### src/rtl/tlbl_pkg.sv
package tlbl_pkg;

  // Walk sequencer states
  typedef enum logic [1:0] {
    ST_IDLE = 2'd0,
    ST_WREQ = 2'd1,
    ST_WRSP = 2'd2
  } walk_st_e;

  // Bit positions inside a fetched page-table word
  localparam int PTE_V_BIT = 0;
  localparam int PTE_U_BIT = 1;

endpackage

### src/rtl/tlbl_cam.sv
module tlbl_cam #(
  parameter int N     = 8,
  parameter int VPN_W = 20,
  parameter int PPN_W = 20,
  parameter int IDX_W = 3
) (
  input  logic             clk,
  input  logic             rst_n,
  input  logic [VPN_W-1:0] lk_vpn,
  input  logic             wr_en,
  input  logic [IDX_W-1:0] wr_idx,
  input  logic [VPN_W-1:0] wr_vpn,
  input  logic [PPN_W-1:0] wr_ppn,
  input  logic             wr_usr,
  input  logic             lock_we,
  input  logic [IDX_W-1:0] lock_idx,
  input  logic             lock_val,
  output logic [N-1:0]     match_vec,
  output logic             hit,
  output logic [PPN_W-1:0] hit_ppn,
  output logic             hit_usr,
  output logic [N-1:0]     lock_vec
);

  logic [PPN_W-1:0] ppn_w [N];
  logic             usr_w [N];

  for (genvar g = 0; g < N; g++) begin : g_ent
    logic             vld_q;
    logic             usr_q;
    logic             lck_q;
    logic [VPN_W-1:0] vpn_q;
    logic [PPN_W-1:0] ppn_q;

    always_ff @(posedge clk or negedge rst_n) begin
      if (!rst_n) begin
        vld_q <= 1'b0;
        usr_q <= 1'b0;
        lck_q <= 1'b0;
        vpn_q <= '0;
        ppn_q <= '0;
      end else begin
        if (wr_en && wr_idx == IDX_W'(g)) begin
          vld_q <= 1'b1;
          usr_q <= wr_usr;
          vpn_q <= wr_vpn;
          ppn_q <= wr_ppn;
        end
        if (lock_we && lock_idx == IDX_W'(g)) begin
          lck_q <= lock_val;
        end
      end
    end

    assign match_vec[g] = vld_q && (vpn_q == lk_vpn);
    assign lock_vec[g]  = lck_q;
    assign ppn_w[g]     = ppn_q;
    assign usr_w[g]     = usr_q;
  end

  // At most one entry matches, so an OR of the gated fields selects it
  always_comb begin
    hit_ppn = '0;
    hit_usr = 1'b0;
    for (int i = 0; i < N; i++) begin
      if (match_vec[i]) begin
        hit_ppn = hit_ppn | ppn_w[i];
        hit_usr = hit_usr | usr_w[i];
      end
    end
  end

  assign hit = |match_vec;

endmodule

### src/rtl/tlbl_repl.sv
module tlbl_repl #(
  parameter int N     = 8,
  parameter int IDX_W = 3
) (
  input  logic             clk,
  input  logic             rst_n,
  input  logic [N-1:0]     lock_vec,
  input  logic             advance,
  output logic [IDX_W-1:0] victim_idx,
  output logic             victim_ok
);

  logic [IDX_W-1:0] rr_q;

  function automatic logic [IDX_W-1:0] wrap_add(logic [IDX_W-1:0] base, int k);
    return IDX_W'((int'(base) + k) % N);
  endfunction

  // First unlocked entry at or after the pointer, with wraparound
  always_comb begin
    victim_ok  = 1'b0;
    victim_idx = rr_q;
    for (int k = N - 1; k >= 0; k--) begin
      if (!lock_vec[wrap_add(rr_q, k)]) begin
        victim_ok  = 1'b1;
        victim_idx = wrap_add(rr_q, k);
      end
    end
  end

  always_ff @(posedge clk or negedge rst_n) begin
    if (!rst_n) begin
      rr_q <= '0;
    end else if (advance) begin
      rr_q <= wrap_add(victim_idx, 1);
    end
  end

endmodule

### src/rtl/lock_tlb.sv
module lock_tlb #(
  parameter int               NUM_ENT = 8,
  parameter int               ADDR_W  = 32,
  parameter int               PG_BITS = 12,
  parameter logic [ADDR_W-1:0] PT_BASE = 32'h0010_0000,
  localparam int              IDX_W   = $clog2(NUM_ENT),
  localparam int              VPN_W   = ADDR_W - PG_BITS
) (
  input  logic              clk,
  input  logic              rst_n,
  input  logic              en,
  input  logic              prot_only,
  input  logic              req_valid,
  output logic              req_ready,
  input  logic [ADDR_W-1:0] req_vaddr,
  input  logic              req_user,
  output logic              resp_valid,
  output logic [ADDR_W-1:0] resp_paddr,
  output logic              resp_perm_fault,
  output logic              resp_xlat_fault,
  output logic              walk_req_valid,
  input  logic              walk_req_ready,
  output logic [ADDR_W-1:0] walk_req_addr,
  input  logic              walk_rsp_valid,
  input  logic [ADDR_W-1:0] walk_rsp_data,
  input  logic              lock_we,
  input  logic [IDX_W-1:0]  lock_idx,
  input  logic              lock_val
);
  import tlbl_pkg::*;

  localparam int PPN_W = VPN_W;

  // Address arithmetic kept in functions
  function automatic logic [ADDR_W-1:0] form_pa(logic prot, logic [PPN_W-1:0] ppn,
                                                logic [ADDR_W-1:0] va);
    return prot ? va : {ppn, va[PG_BITS-1:0]};
  endfunction

  function automatic logic perm_bad(logic user, logic allow);
    return user && !allow;
  endfunction

  function automatic logic [ADDR_W-1:0] pte_addr(logic [VPN_W-1:0] vpn);
    return PT_BASE + ADDR_W'({vpn, 2'b00});
  endfunction

  walk_st_e         st_q;
  logic [ADDR_W-1:0] va_q;
  logic              usr_q;
  logic              prot_q;

  // Named internal events
  logic              accept_w;
  logic              hit_w;
  logic              rsp_take_w;
  logic              pte_ok_w;
  logic              install_w;
  logic [N_SAFE()-1:0] match_vec;
  logic [NUM_ENT-1:0] lock_vec;
  logic [IDX_W-1:0]  victim_idx;
  logic              victim_ok;
  logic [PPN_W-1:0]  hit_ppn;
  logic              hit_usr;
  logic [PPN_W-1:0]  pte_ppn_w;
  logic              pte_usr_w;
  logic              unused_pte_bits;

  function automatic int N_SAFE();
    return NUM_ENT;
  endfunction

  assign req_ready      = (st_q == ST_IDLE);
  assign accept_w       = req_valid && req_ready;
  assign rsp_take_w     = (st_q == ST_WRSP) && walk_rsp_valid;
  assign pte_ok_w       = walk_rsp_data[PTE_V_BIT];
  assign pte_usr_w      = walk_rsp_data[PTE_U_BIT];
  assign pte_ppn_w      = walk_rsp_data[ADDR_W-1:PG_BITS];
  assign install_w      = rsp_take_w && pte_ok_w && victim_ok;
  assign walk_req_valid = (st_q == ST_WREQ);
  assign walk_req_addr  = pte_addr(va_q[ADDR_W-1:PG_BITS]);
  assign unused_pte_bits = ^walk_rsp_data[PG_BITS-1:2];

  tlbl_cam #(
    .N    (NUM_ENT),
    .VPN_W(VPN_W),
    .PPN_W(PPN_W),
    .IDX_W(IDX_W)
  ) u_cam (
    .clk      (clk),
    .rst_n    (rst_n),
    .lk_vpn   (req_vaddr[ADDR_W-1:PG_BITS]),
    .wr_en    (install_w),
    .wr_idx   (victim_idx),
    .wr_vpn   (va_q[ADDR_W-1:PG_BITS]),
    .wr_ppn   (pte_ppn_w),
    .wr_usr   (pte_usr_w),
    .lock_we  (lock_we),
    .lock_idx (lock_idx),
    .lock_val (lock_val),
    .match_vec(match_vec),
    .hit      (hit_w),
    .hit_ppn  (hit_ppn),
    .hit_usr  (hit_usr),
    .lock_vec (lock_vec)
  );

  tlbl_repl #(
    .N    (NUM_ENT),
    .IDX_W(IDX_W)
  ) u_repl (
    .clk       (clk),
    .rst_n     (rst_n),
    .lock_vec  (lock_vec),
    .advance   (install_w),
    .victim_idx(victim_idx),
    .victim_ok (victim_ok)
  );

  always_ff @(posedge clk or negedge rst_n) begin
    if (!rst_n) begin
      st_q            <= ST_IDLE;
      va_q            <= '0;
      usr_q           <= 1'b0;
      prot_q          <= 1'b0;
      resp_valid      <= 1'b0;
      resp_paddr      <= '0;
      resp_perm_fault <= 1'b0;
      resp_xlat_fault <= 1'b0;
    end else begin
      resp_valid <= 1'b0;
      unique case (st_q)
        ST_IDLE: begin
          if (accept_w) begin
            if (!en) begin
              resp_valid      <= 1'b1;
              resp_paddr      <= req_vaddr;
              resp_perm_fault <= 1'b0;
              resp_xlat_fault <= 1'b0;
            end else if (hit_w) begin
              resp_valid      <= 1'b1;
              resp_paddr      <= form_pa(prot_only, hit_ppn, req_vaddr);
              resp_perm_fault <= perm_bad(req_user, hit_usr);
              resp_xlat_fault <= 1'b0;
            end else begin
              st_q   <= ST_WREQ;
              va_q   <= req_vaddr;
              usr_q  <= req_user;
              prot_q <= prot_only;
            end
          end
        end
        ST_WREQ: begin
          if (walk_req_ready) st_q <= ST_WRSP;
        end
        ST_WRSP: begin
          if (walk_rsp_valid) begin
            st_q       <= ST_IDLE;
            resp_valid <= 1'b1;
            if (!pte_ok_w) begin
              resp_paddr      <= '0;
              resp_perm_fault <= 1'b0;
              resp_xlat_fault <= 1'b1;
            end else begin
              resp_paddr      <= form_pa(prot_q, pte_ppn_w, va_q);
              resp_perm_fault <= perm_bad(usr_q, pte_usr_w);
              resp_xlat_fault <= 1'b0;
            end
          end
        end
        default: st_q <= ST_IDLE;
      endcase
    end
  end

endmodule

### config.mk
export PLATFORM = sky130hd
export DESIGN_NAME = lock_tlb
export DESIGN_NICKNAME = d
export VERILOG_FILES = /design/src/rtl/tlbl_pkg.sv /design/src/rtl/tlbl_cam.sv /design/src/rtl/tlbl_repl.sv /design/src/rtl/lock_tlb.sv
export SDC_FILE = /design/constraint.sdc
export NUM_CORES = 1
export LEC_CHECK = 0
export BUFFER_PORTS_ARGS = -buffer_cell sky130_fd_sc_hd__buf_2
export CAP_MARGIN = 0
export CORE_ASPECT_RATIO = 0.75
export CORE_MARGIN = 3
export CORE_UTILIZATION = 50
export DETAILED_ROUTE_END_ITERATION = 6
export HOLD_SLACK_MARGIN = 0.1
export PLACE_DENSITY = 0.72
export SETUP_SLACK_MARGIN = 0.4
export SKIP_CTS_REPAIR_TIMING = 1
export SYNTH_ARGS = -nofsm -noshare
export SYNTH_HDL_FRONTEND = slang
export SYNTH_SLANG_ARGS = --single-unit
### constraint.sdc
create_clock -name clk -period 12.3 [get_ports clk]
set_input_delay 1.845 -clock clk [delete_from_list [all_inputs] [get_ports clk]]
set_output_delay 1.845 -clock clk [all_outputs]
set_load 0.01 [all_outputs]
After elaboration in Yosys (flattened, before gate mapping)
Index checks and enable logic that the tools add are counted.
- bits in registers: 418
- bits in latches: 0
- memory bits (writable): 0
- ROM bits: 0
- input bits: 77
- output and inout bits: 69
- logic and storage cells: 230
- memories kept: 0
- $add $sub $neg: 9
- $mul: 0
- divide/modulo/power cells: 0
- $lt $le $gt $ge: 8
- equal/unequal tests: 30
- shift operators: 0
- muxes and demuxes: 79
- bitwise logic cells: 15
- reductions and logical operators: 40
- operators with widths (operator ; number):
    $mux 32 ; 7
    $eq 20x20->1 ; 8
    $mux 20 ; 8
    $or 20x20->20 ; 7
    $pmux 32 s2 ; 1
    $mux 1 ; 38
    $lt 3x4->1 const B ; 8
    $logic_and 1x1->1 ; 30
    $bmux 1 s3 ; 8
    $eq 3x3->1 const B ; 8
    $mux 3 ; 8
    $add 21x22->23 const A ; 1
    $add 3x3->3 const B ; 4
    $eq 3x2->1 const B ; 4
    $mux 2 ; 5
    $reduce_and 4->1 ; 2
    $reduce_or 8->1 ; 1
    $or 1x1->1 ; 7
    $add 3x1->3 const B ; 2
    $add 3x2->3 const B ; 2
    $eq 3x1->1 const B ; 2
    $logic_not 3->1 ; 2
    $ne 2x2->1 const B ; 3
    $pmux 1 s2 ; 3
    10 further kinds ; 12

Depth between registers and ports, before layout
Gate-level depths: netlist of run 1.
- word-level depth: 23
- mapped depth: 18
- depth with buffers taken out: 13

Cells and area by module
Synthesis of run 1 repeated with hierarchy kept, for this count alone.
- cells, all modules: 1849
- area total of the unflattened synthesis: 22023.6 sq um
- modules (own cells, without submodules) (module ; instances ; cells each ; area an instance (sq um) ; seq. area each (sq um)):
    tlbl_cam ; 1 ; 1433 ; 17145.2 ; 8608.3
    lock_tlb ; 1 ; 309 ; 3926.3 ; 1776.7
    tlbl_repl ; 1 ; 107 ; 952.2 ; 75.1

Least setup slack after synthesis of run 1
Ideal clock, no wire load.
- kind: input to register
- start point: input req_vaddr[14]
- end point: register resp_paddr[10]
- library setup time: 0.128 ns
- data arrival time: 4.021 ns
- required time: 12.172 ns
- slack: 8.152 ns
- stages: 10
- path buffers: 2
- path through: buf_2 -> xnor2_1 -> nand2_1 -> or4b_1 -> or2_2 -> a31oi_1 -> nor3_1 -> inv_2 -> buf_4 -> mux2_1
- word-level cells in the longest chain between the ends: 5
- elaborated cells on any way between the ends: 19
- classes of those cells: eq/ne: 9; reduce/logical: 10
- RTL lines (element ; RTL line ; source):
    start: declaration ; lock_tlb.sv:15 ; input logic [ADDR_W-1:0] req_vaddr,
    $eq 20x20->1 ; tlbl_cam.sv:55 ; assign match_vec[g] = vld_q && (vpn_q == lk_vpn);
    $logic_and 1x1->1 ; tlbl_cam.sv:55 ;
    $reduce_or 8->1 * ; tlbl_cam.sv:73 ; assign hit = |match_vec;
    $ne 3x2->1 (no source line) * ; -- ;
    $reduce_and 4->1 (no source line) * ; -- ;
    end signal: assignment ; lock_tlb.sv:137 ; resp_paddr <= req_vaddr;
    end signal: assignment ; lock_tlb.sv:142 ; resp_paddr <= form_pa(prot_only, hit_ppn, req_vaddr);
    end signal: assignment ; lock_tlb.sv:165 ; resp_paddr <= form_pa(prot_q, pte_ppn_w, va_q);
    end: declaration ; lock_tlb.sv:18 ; output logic [ADDR_W-1:0] resp_paddr,
Every way passes the cells marked *; elsewhere a longest branch is shown, timed or not.
A chain may end at the register's enable or synchronous reset.

Worst setup path in the final report of run 1
- start point: input req_vaddr[24]
- end point: register resp_xlat_fault
- word-level cells in the longest chain between the ends: 5
- elaborated cells on any way between the ends: 19
- classes of those cells: eq/ne: 9; reduce/logical: 10
- RTL lines (element ; RTL line ; source):
    $eq 20x20->1 ; tlbl_cam.sv:55 ;
    $logic_and 1x1->1 ; tlbl_cam.sv:55 ;
    $reduce_or 8->1 * ; tlbl_cam.sv:73 ;
    $ne 3x2->1 (no source line) * ; -- ;
    $reduce_and 4->1 (no source line) * ; -- ;
    end signal: assignment ; lock_tlb.sv:129 ; resp_xlat_fault <= 1'b0;
    end signal: assignment ; lock_tlb.sv:139 ; resp_xlat_fault <= 1'b0;
    end signal: assignment ; lock_tlb.sv:144 ; resp_xlat_fault <= 1'b0;
    end: declaration ; lock_tlb.sv:20 ; output logic resp_xlat_fault,
Marked as above.

==> flow_summary.yaml, run 1 <==
cts:
  numCtsBuffers: 41
  clockBufferDepth: 3
  cts.sinks: 418
  root_buffer: "clkbuf_16"
  insertion_delay_ns: 0.54
  clk_pin_slew_ns: 0.06
  cts_tree: "built"
  cts_max_level: 2
timing:
  drv_slew: 0
  period_needed_ns: 5.30
  period_share_pct: 43.1
  fin_setup_tns_ns: 0
  rsz0062_at_grt: "no"
  finalHoldViolations: 0
  finalClockSkew_ns: 0.0140
  worstMarginPinSlew_ns: 1.22
  fmax_mhz: 189
  setup_viol: 0
  slew_headroom_pct: 18.2
power_and_ir_drop:
  vdd_ir_drop_max_uv: 148
  power.total_mw: 5.16
  p_leak_nw: 11.1
  power_density_mw_per_mm2: 218
floorplan:
  num_rows: 64
  die_area_mm2: 0.0453
  start_util_pct: 51.6
  core_area_mm2: 0.0415
  ios: 146
  die_h_um: 185
  die_x_um: 245
placed_design:
  dpl-instance-area_mm2: 0.0221
  place_congestion: 0.834
  port_buffers: 124
  place_hpwl_um: 36500
cells_and_area:
  drive_gt1_share_pct: 34.4
  final_nets: 1768
  final_area_mm2: 0.0237
  synthToLayoutAreaGrowth_pct: 10.6
  fin_util_pct: 57.1
  nFillCells: 3458
synthesis:
  yosysSeqAreaShare_pct: 48.9
  synth_enable_flop_cells: 0
  syn_area_mm2: 0.0214
  synth_cell_types: 72
  synth_most_common_cell: "dfrtp_1"
  yosys.area.top_type: "dfrtp_1"
  synth_area_leaders: "dfrtp_1 49%, mux2_4 11%, mux2_2 8.1%, mux2_1 4.5%, xnor2_1 3.8%"
  syn_area_per_cell_um2: 13.2
  synth-seq-cells: 418
  synth_ff_type: "dfrtp_1"
  syn_inst: 1621
  synthArstFlopShare_pct: 100
  netlist.area_leader.share_pct: 48.9
  ys_top_cells_by_count: "418 x dfrtp_1, 160 x mux2_4, 154 x mux2_2"
  yosysWarnings: 0
global_route:
  antenna_found_initial: 5
  grt_max_degree: 133
  grt_pass1_vias: 14600
  grt_pass1_wl_um: 92300
  grtUsageTotal_pct: 27.1
  grt_overflow: 0
worst_setup_path:
  worstPathRequired_ns: 12.72
  path_max_fanout: 33
  reg2reg_slack_ns: 7.09
  worstSetupPathType: "in -> reg"
  cp-start-kind: "primary input"
  cp-end-kind: "flop"
  arrival_ns: 5.72
drt:
  viasPerCell: 6.26
  drc_errors: 0
  drt-total-wl_um: 61300
  drt-initial-drc-count: 1486
  drt-pass1-iter-count: 7
  wire_per_inst_um: 26.9
  vias: 14300
  postRouteAntennaNets: 0
min_path:
  hold_path_class: "reg -> reg"
outcome:
  status: "finished, final reports clean"
run:
  maxCapViolations: 0
==> placed cells by master (no fill, tap or decap), types with 12 or more instances in the layout <==
master and n:
mux2_4 160, dfrtp_1 418, buf_4 36, o21ai_0 18
mux2i_1 16, nor4_1 44, xnor2_1 94, nor2_1 27
nand4_1 32, nand2_1 31, nand2b_1 12, nand3_1 26
a21o_1 16, a22oi_1 32, a222oi_1 13, buf_2 123
a21oi_1 17, clkbuf_16 41, mux2_1 86, mux2_2 154
xor2_1 72, a31oi_1 15, a22o_1 19
==> registers in the layout, summed over array words and instances, names as in the netlist, 2 cells and up <==
register	flops
st_q	2
u_cam.g_ent.usr_q	8
u_cam.g_ent.lck_q	8
u_cam.g_ent.ppn_q	160
va_q	32
resp_paddr	32
u_cam.g_ent.vld_q	8
u_repl.rr_q	3
u_cam.g_ent.vpn_q	160
==> final cells by class <==
type                       instances  area, um^2  share of cell area, %
clock inverter                    21         340                   1.44
multi-input combinational       1051       10000                   42.4
inverter                          10        42.5                  0.180
sequential                       418       10500                   44.2
timing repair buffer             160         901                   3.81
antenna                            5        12.5                 0.0529
clock buffer                      52        1180                   4.97
tap                              561         702                   2.97
==> layer usage <==
layer	vias to the layer above	part of all wire, %	GRT usage [%]
li1	6025	-	-
met1	7448	43	38.0
met2	679	45	42.4
met3	112	8.9	5.75
met4	0	3.0	9.23
met5	-	0	0
==> logic make-up (layout without fill, tap and decap cells) <==
kind of cell / Yosys count / count (layout) / share of synthesized area, %
AO/OA/AOI/OAI: 202 / 202 / 7.32
XOR/XNOR: 166 / 166 / 6.79
adder cells (fa/ha/maj): 9 / 9 / 0.526
buffers and inverters: 162 / 243 / 4.54
flip-flops: 418 / 418 / 48.9
multiplexers: 423 / 423 / 25.3
other: 1 / 16 / 0.0175
AND/OR/NAND/NOR: 240 / 240 / 6.57
==> worst paths after layout <==
| path | cells past startpoint | endpoint | start |
|---|---|---|---|
| worst max-delay path | 10 | resp_xlat_fault | req_vaddr[24] |
| worst min-delay path | 1 | u_cam.g_ent[1].vld_q | u_cam.g_ent[1].vld_q |
| worst max register to register | 13 | u_cam.g_ent[4].ppn_q[10] | u_repl.rr_q[1] |
| worst min register to register | 1 | u_cam.g_ent[1].vld_q | u_cam.g_ent[1].vld_q |
| max in group asynchronous | 3 | u_cam.g_ent[1].ppn_q[13] | rst_n |
| min in group asynchronous | 1 | u_cam.g_ent[7].vpn_q[12] | rst_n |
==> stage by stage <==
stage | setup slack (ns) | std cells | hold slack, ns
6_report | 7.00 | 2278 | 0.465
3_3_place_gp | 6.65 | 2200 | 0.442
3_5_place_dp | 6.63 | 2200 | 0.444
5_1_grt | 6.93 | 2278 | 0.474
2_1_floorplan | 8.15 | 1631 | 0.425
4_1_cts | 7.18 | 2273 | 0.463
==> worst max-delay path, stage by stage <==
cell	delay, ns
buf_2	0.46
xor2_1	0.16
or4_1	0.49
nor4_1	0.54
a22oi_1	0.27
a31oi_2	0.24
buf_4	0.38
nor3_1	0.17
inv_2	0.72
mux2_2	0.41
==> report_power, final <==
group,switching [mW],total [mW],internal (mW)
clock,0.554,1.42,0.867
sequential,0.369,2.16,1.79
combinational,0.762,1.57,0.811
Power figures use the tool's default switching activity.
==> inputs of run 2 (changes only) <==
Settings changed: PLACE_DENSITY 0.72 to 0.75.
Clock period 12.3 ns to 4.6 ns, I/O delays scaled along.
==> run 2 against run 1 <==
Power grew to 2.6 times the previous value. Worst setup slack worse by 6.4 ns. Combinational power rose to 2.7 times the previous value. Die area unchanged. First-iteration DRC count rose by 15%.
==> flow_summary.yaml, run 2 (synthesis results as in run 1) <==
floorplan:
  start_util_pct: 51.6
  die_area_mm2: 0.0453
  core_area_mm2: 0.0415
  die_h_um: 185
  die_x_um: 245
  ios: 146
  num_rows: 64
drt:
  wire_per_inst_um: 26.3
  drc_errors: 0
  drt-total-wl_um: 61100
  postRouteAntennaNets: 0
  viasPerCell: 6.20
  drt-initial-drc-count: 1706
  vias: 14400
  drt-pass1-iter-count: 6
power_and_ir_drop:
  p_leak_nw: 11.3
  power_density_mw_per_mm2: 568
  vdd_ir_drop_max_uv: 380
timing:
  period_needed_ns: 4.01
  fin_setup_tns_ns: 0
  setup_slack_ns: 0.589
  worstMarginPinSlew_ns: 1.23
  rsz0062_at_grt: "no"
  finalHoldViolations: 0
  finalClockSkew_ns: 0.0328
  fmax_mhz: 249
  period_share_pct: 87.2
  setup_viol: 0
  slew_headroom_pct: 18.3
  drv_slew: 0
global_route:
  grtUsageTotal_pct: 26.8
  antenna_found_initial: 2
  grt_pass1_wl_um: 91900
  grt_overflow: 0
  grt_max_degree: 126
  grt_pass1_vias: 14900
outcome:
  status: "finished, final reports clean"
cts:
  cts.sinks: 418
  cts_tree: "built"
  clk_pin_slew_ns: 0.06
  clockBufferDepth: 3
  cts_max_level: 2
  root_buffer: "clkbuf_16"
  numCtsBuffers: 43
  insertion_delay_ns: 0.58
worst_setup_path:
  worstSetupPathType: "reg -> reg"
  arrival_ns: 4.45
  r2r_end: "u_cam.g_ent[7].vpn_q[19]"
  crit_chain: "inv_1, ha_2, mux4_2, mux2_2, nor2_1, o21ai_0, a211o_1, xnor2_2, ha_1, ha_1, and2_2, buf_12, mux2_2"
  r2r_cells: 13
  crit_buf_inv: 2
  path_max_fanout: 42
  rr_startpoint: "u_repl.rr_q[1]"
  cp-start-kind: "flop"
  reg2reg_slack_ns: 0.59
  cp-end-kind: "flop"
  slowest_stage: "mux4_2"
  worstPathRequired_ns: 5.04
  cpPeakStageDelay_ns: 0.60
  path_delay_family: "multiplexers"
placed_design:
  place_congestion: 0.905
  pre_cts_ws_ns: 0.380
  place_hpwl_um: 38000
  port_buffers: 124
cells_and_area:
  synthToLayoutAreaGrowth_pct: 12.5
  mostFrequentLayoutCell: "dfrtp_1"
  reg.largest.list: "u_cam.g_ent.ppn_q (160), u_cam.g_ent.vpn_q (160)"
  final_cell_mix: "418 x dfrtp_1, 160 x mux2_4, 154 x mux2_2"
  drive_gt1_share_pct: 35.9
  final_nets: 1814
min_path:
  hold_path_class: "in -> async"
run:
  maxCapViolations: 0
==> run 2: how the worst max path moves through the flow <==
stage | from | endpoint | slack [ns] | cells past startpoint
2_1_floorplan | u_repl.rr_q[1] | u_cam.g_ent[7].ppn_q[0] | 0.60 | 16
3_3_place_gp | u_repl.rr_q[1] | u_cam.g_ent[0].vpn_q[14] | 0.51 | 13
3_5_place_dp | u_repl.rr_q[1] | u_cam.g_ent[0].vpn_q[3] | 0.38 | 13
4_1_cts | u_repl.rr_q[1] | u_cam.g_ent[0].vpn_q[5] | 0.36 | 13
5_1_grt | u_repl.rr_q[1] | u_cam.g_ent[7].usr_q | 0.39 | 13
6_report | u_repl.rr_q[1] | u_cam.g_ent[7].vpn_q[19] | 0.59 | 13
==> run 2: layer usage <==
metal  wire, um  track usage, %  vias up
met5         11               0        -
met2      27700            42.1      694
li1           -               -     6121
met4       2000            9.18        2
met1      25800            36.9     7447
met3       5590            6.08      140
==> run 2: power breakdown <==
| group | switching, mW | internal [mW] | total (mW) |
|---|---|---|---|
| Clock | 1.50 | 2.10 | 3.60 |
| Combinational | 2.00 | 2.19 | 4.20 |
| Sequential | 1.07 | 4.80 | 5.87 |
| Total | 4.57 | 9.09 | 13.7 |
==> run 2: through the flow <==
stage / hold slack, ns / instances / power (mW) / util [%] / area [um^2]
final: 0.265 / 2324 / 13.7 / 58.0 / 24100
after global routing: 0.327 / 2322 / 14.3 / 58.0 / 24100
after CTS: 0.294 / 2289 / 13.6 / 57.4 / 23800
after detailed placement: 0.449 / 2211 / 9.98 / 53.9 / 22300
after global placement: 0.441 / 2211 / 9.76 / 53.9 / 22300
after floorplan: 0.394 / 1631 / 8.68 / - / 21400
==> run 2: worst reg2reg max path: stages (launching register included) <==
cell,delay (ns)
dfrtp_1,0.34
inv_1,0.12
ha_2,0.46
mux4_2,0.61
mux2_2,0.32
nor2_1,0.12
o21ai_0,0.12
a211o_1,0.32
xnor2_2,0.20
ha_1,0.24
ha_1,0.16
and2_2,0.15
buf_12,0.34
mux2_2,0.40
==> run 2: cell type report <==
class                           count  area, um^2
Tap cell                          561         702
Clock buffer                       58        1220
Sequential cell                   418       10500
Antenna cell                        2        5.00
Multi-Input combinational cell   1051       10000
Fill cell                        3343       17400
Timing Repair Buffer              204        1370
Inverter                           10        42.5
Clock inverter                     20         221
==> inputs of run 3 (changes only) <==
Settings changed: PLACE_DENSITY 0.75 to 0.72.
Clock period 4.6 ns to 4.1 ns, I/O delays scaled along.
==> run 3 against run 2 <==
Register-to-register slack got worse by 0.23 ns. Combinational power increased by 24%. Sequential cell count unchanged. Non-clock buffer count increased by 6. Worst hold slack got worse by 0.17 ns. Clock skew decreased by 0.019 ns. Clock power increased by 5.6%. Via count increased by 0.58%. Highest routed layer is now met4.
==> flow_summary.yaml, run 3 (synthesis results as in run 1) <==
cells_and_area:
  multiInputGateArea_mm2: 0.0102
  mostFrequentLayoutCell: "dfrtp_1"
  nFillCells: 3318
  final_cell_mix: "418 x dfrtp_1, 162 x mux2_4, 152 x mux2_2"
  final_nets: 1821
  num_antenna_cells: 0
  regArea_mm2: 0.0105
  reg.largest.list: "u_cam.g_ent.ppn_q (160), u_cam.g_ent.vpn_q (160)"
  drive_gt1_share_pct: 36.5
  synthToLayoutAreaGrowth_pct: 13.6
  final_area_mm2: 0.0243
worst_setup_path:
  worstSetupPathType: "reg -> reg"
  cp-start-kind: "flop"
  worstPathRequired_ns: 4.54
  path_max_fanout: 11
  arrival_ns: 4.17
  cp-end-kind: "flop"
cts:
  cts_tree: "built"
  clk_pin_slew_ns: 0.06
  numCtsBuffers: 43
  cts.sinks: 418
  clockBufferDepth: 3
  cts_max_level: 2
  root_buffer: "clkbuf_16"
  insertion_delay_ns: 0.55
global_route:
  grt_max_degree: 111
  grtUsageTotal_pct: 27.5
  grt_pass1_wl_um: 93900
  grt_overflow: 0
  grt_pass1_vias: 15000
  antenna_found_initial: 2
placed_design:
  port_buffers: 124
  place_hpwl_um: 39300
  pre_cts_ws_ns: 0.0920
  dpl-instance-area_mm2: 0.0226
  place_congestion: 0.885
timing:
  period_share_pct: 91.1
  finalClockSkew_ns: 0.0136
  period_needed_ns: 3.74
  slew_headroom_pct: 12.5
  worstMarginPinSlew_ns: 1.31
  rsz0062_at_grt: "yes"
  setup_viol: 0
  fin_setup_tns_ns: 0
  fmax_mhz: 268
  finalHoldViolations: 0
  setup_slack_ns: 0.363
  drv_slew: 0
drt:
  drt-total-wl_um: 63500
  wire_per_inst_um: 27.3
  vias: 14500
  viasPerCell: 6.23
  postRouteAntennaNets: 0
  drc_errors: 0
  drt-initial-drc-count: 1548
  drt-pass1-iter-count: 5
floorplan:
  die_area_mm2: 0.0453
  ios: 146
  die_x_um: 245
  die_h_um: 185
  num_rows: 64
  start_util_pct: 51.6
  core_area_mm2: 0.0415
power_and_ir_drop:
  p_leak_nw: 11.4
  power_density_mw_per_mm2: 641
  vdd_ir_drop_max_uv: 542
  power.total_mw: 15.6
min_path:
  hold_path_class: "in -> async"
run:
  maxCapViolations: 0
outcome:
  status: "finished, final reports clean"
-- run 3: worst max-delay path: stages (launching register included) --
cell and delay [ns]:
dfrtp_1 0.40, inv_4 0.06, ha_4 0.29, mux4_2 0.54, mux2_4 0.31, o211ai_1 0.11, a21oi_1 0.06, a21oi_1 0.17
a21oi_2 0.10, o32a_1 0.32, ha_2 0.23, buf_6 0.13, ha_4 0.14, and2_4 0.15, buf_4 0.14, buf_12 0.15
mux2_4 0.30
-- run 3: metrics by stage --
stage | hold WS (ns) | instances | util [%]
global route | 0.200 | 2325 | 58.6
CTS | 0.164 | 2299 | 57.6
finish | 0.0961 | 2325 | 58.6
global placement | 0.442 | 2225 | 54.4
detailed placement | 0.447 | 2225 | 54.4
floorplan | 0.319 | 1631 | -
-- run 3: final cells by class --
class	instances	area share [%]
clock buffer	63	5.24
clock inverter	11	0.268
inverter	10	0.185
multi-input combinational	1052	41.8
sequential	418	43.0
tap	561	2.89
timing repair buffer	210	6.65
-- run 3: path summary, 6_finish.rpt --
| kind | from | end | slack [ns] | cells past startpoint |
|---|---|---|---|---|
| worst max-delay path | u_repl.rr_q[1] | u_cam.g_ent[7].vpn_q[9] | 0.36 | 16 |
| worst min-delay path | rst_n | u_cam.g_ent[2].vpn_q[17] | 0.1 | 1 |
| worst max register to register | u_repl.rr_q[1] | u_cam.g_ent[7].vpn_q[9] | 0.36 | 16 |
| worst min register to register | u_cam.g_ent[4].vld_q | u_cam.g_ent[4].vld_q | 0.47 | 1 |
| max in group asynchronous | rst_n | u_cam.g_ent[1].ppn_q[18] | 2.88 | 2 |
| min in group clk | req_vaddr[3] | va_q[3] | 0.31 | 2 |
-- run 3: metal layers --
metal	routed length, um	up-vias	part of all wire [%]	global-route usage [%]
met5	0	-	0	0
met4	2080	0	3.3	9.94
met3	5820	143	9.2	6.50
met2	28800	706	45	42.6
met1	26800	7516	42	38.1
li1	-	6122	-	-
-- run 3: where the power goes --
part           internal, mW  total [mW]  switching, mW
clock network          2.15        3.80           1.65
logic                  2.77        5.21           2.44
registers              5.38        6.58           1.19
total                  10.3        15.6           5.28
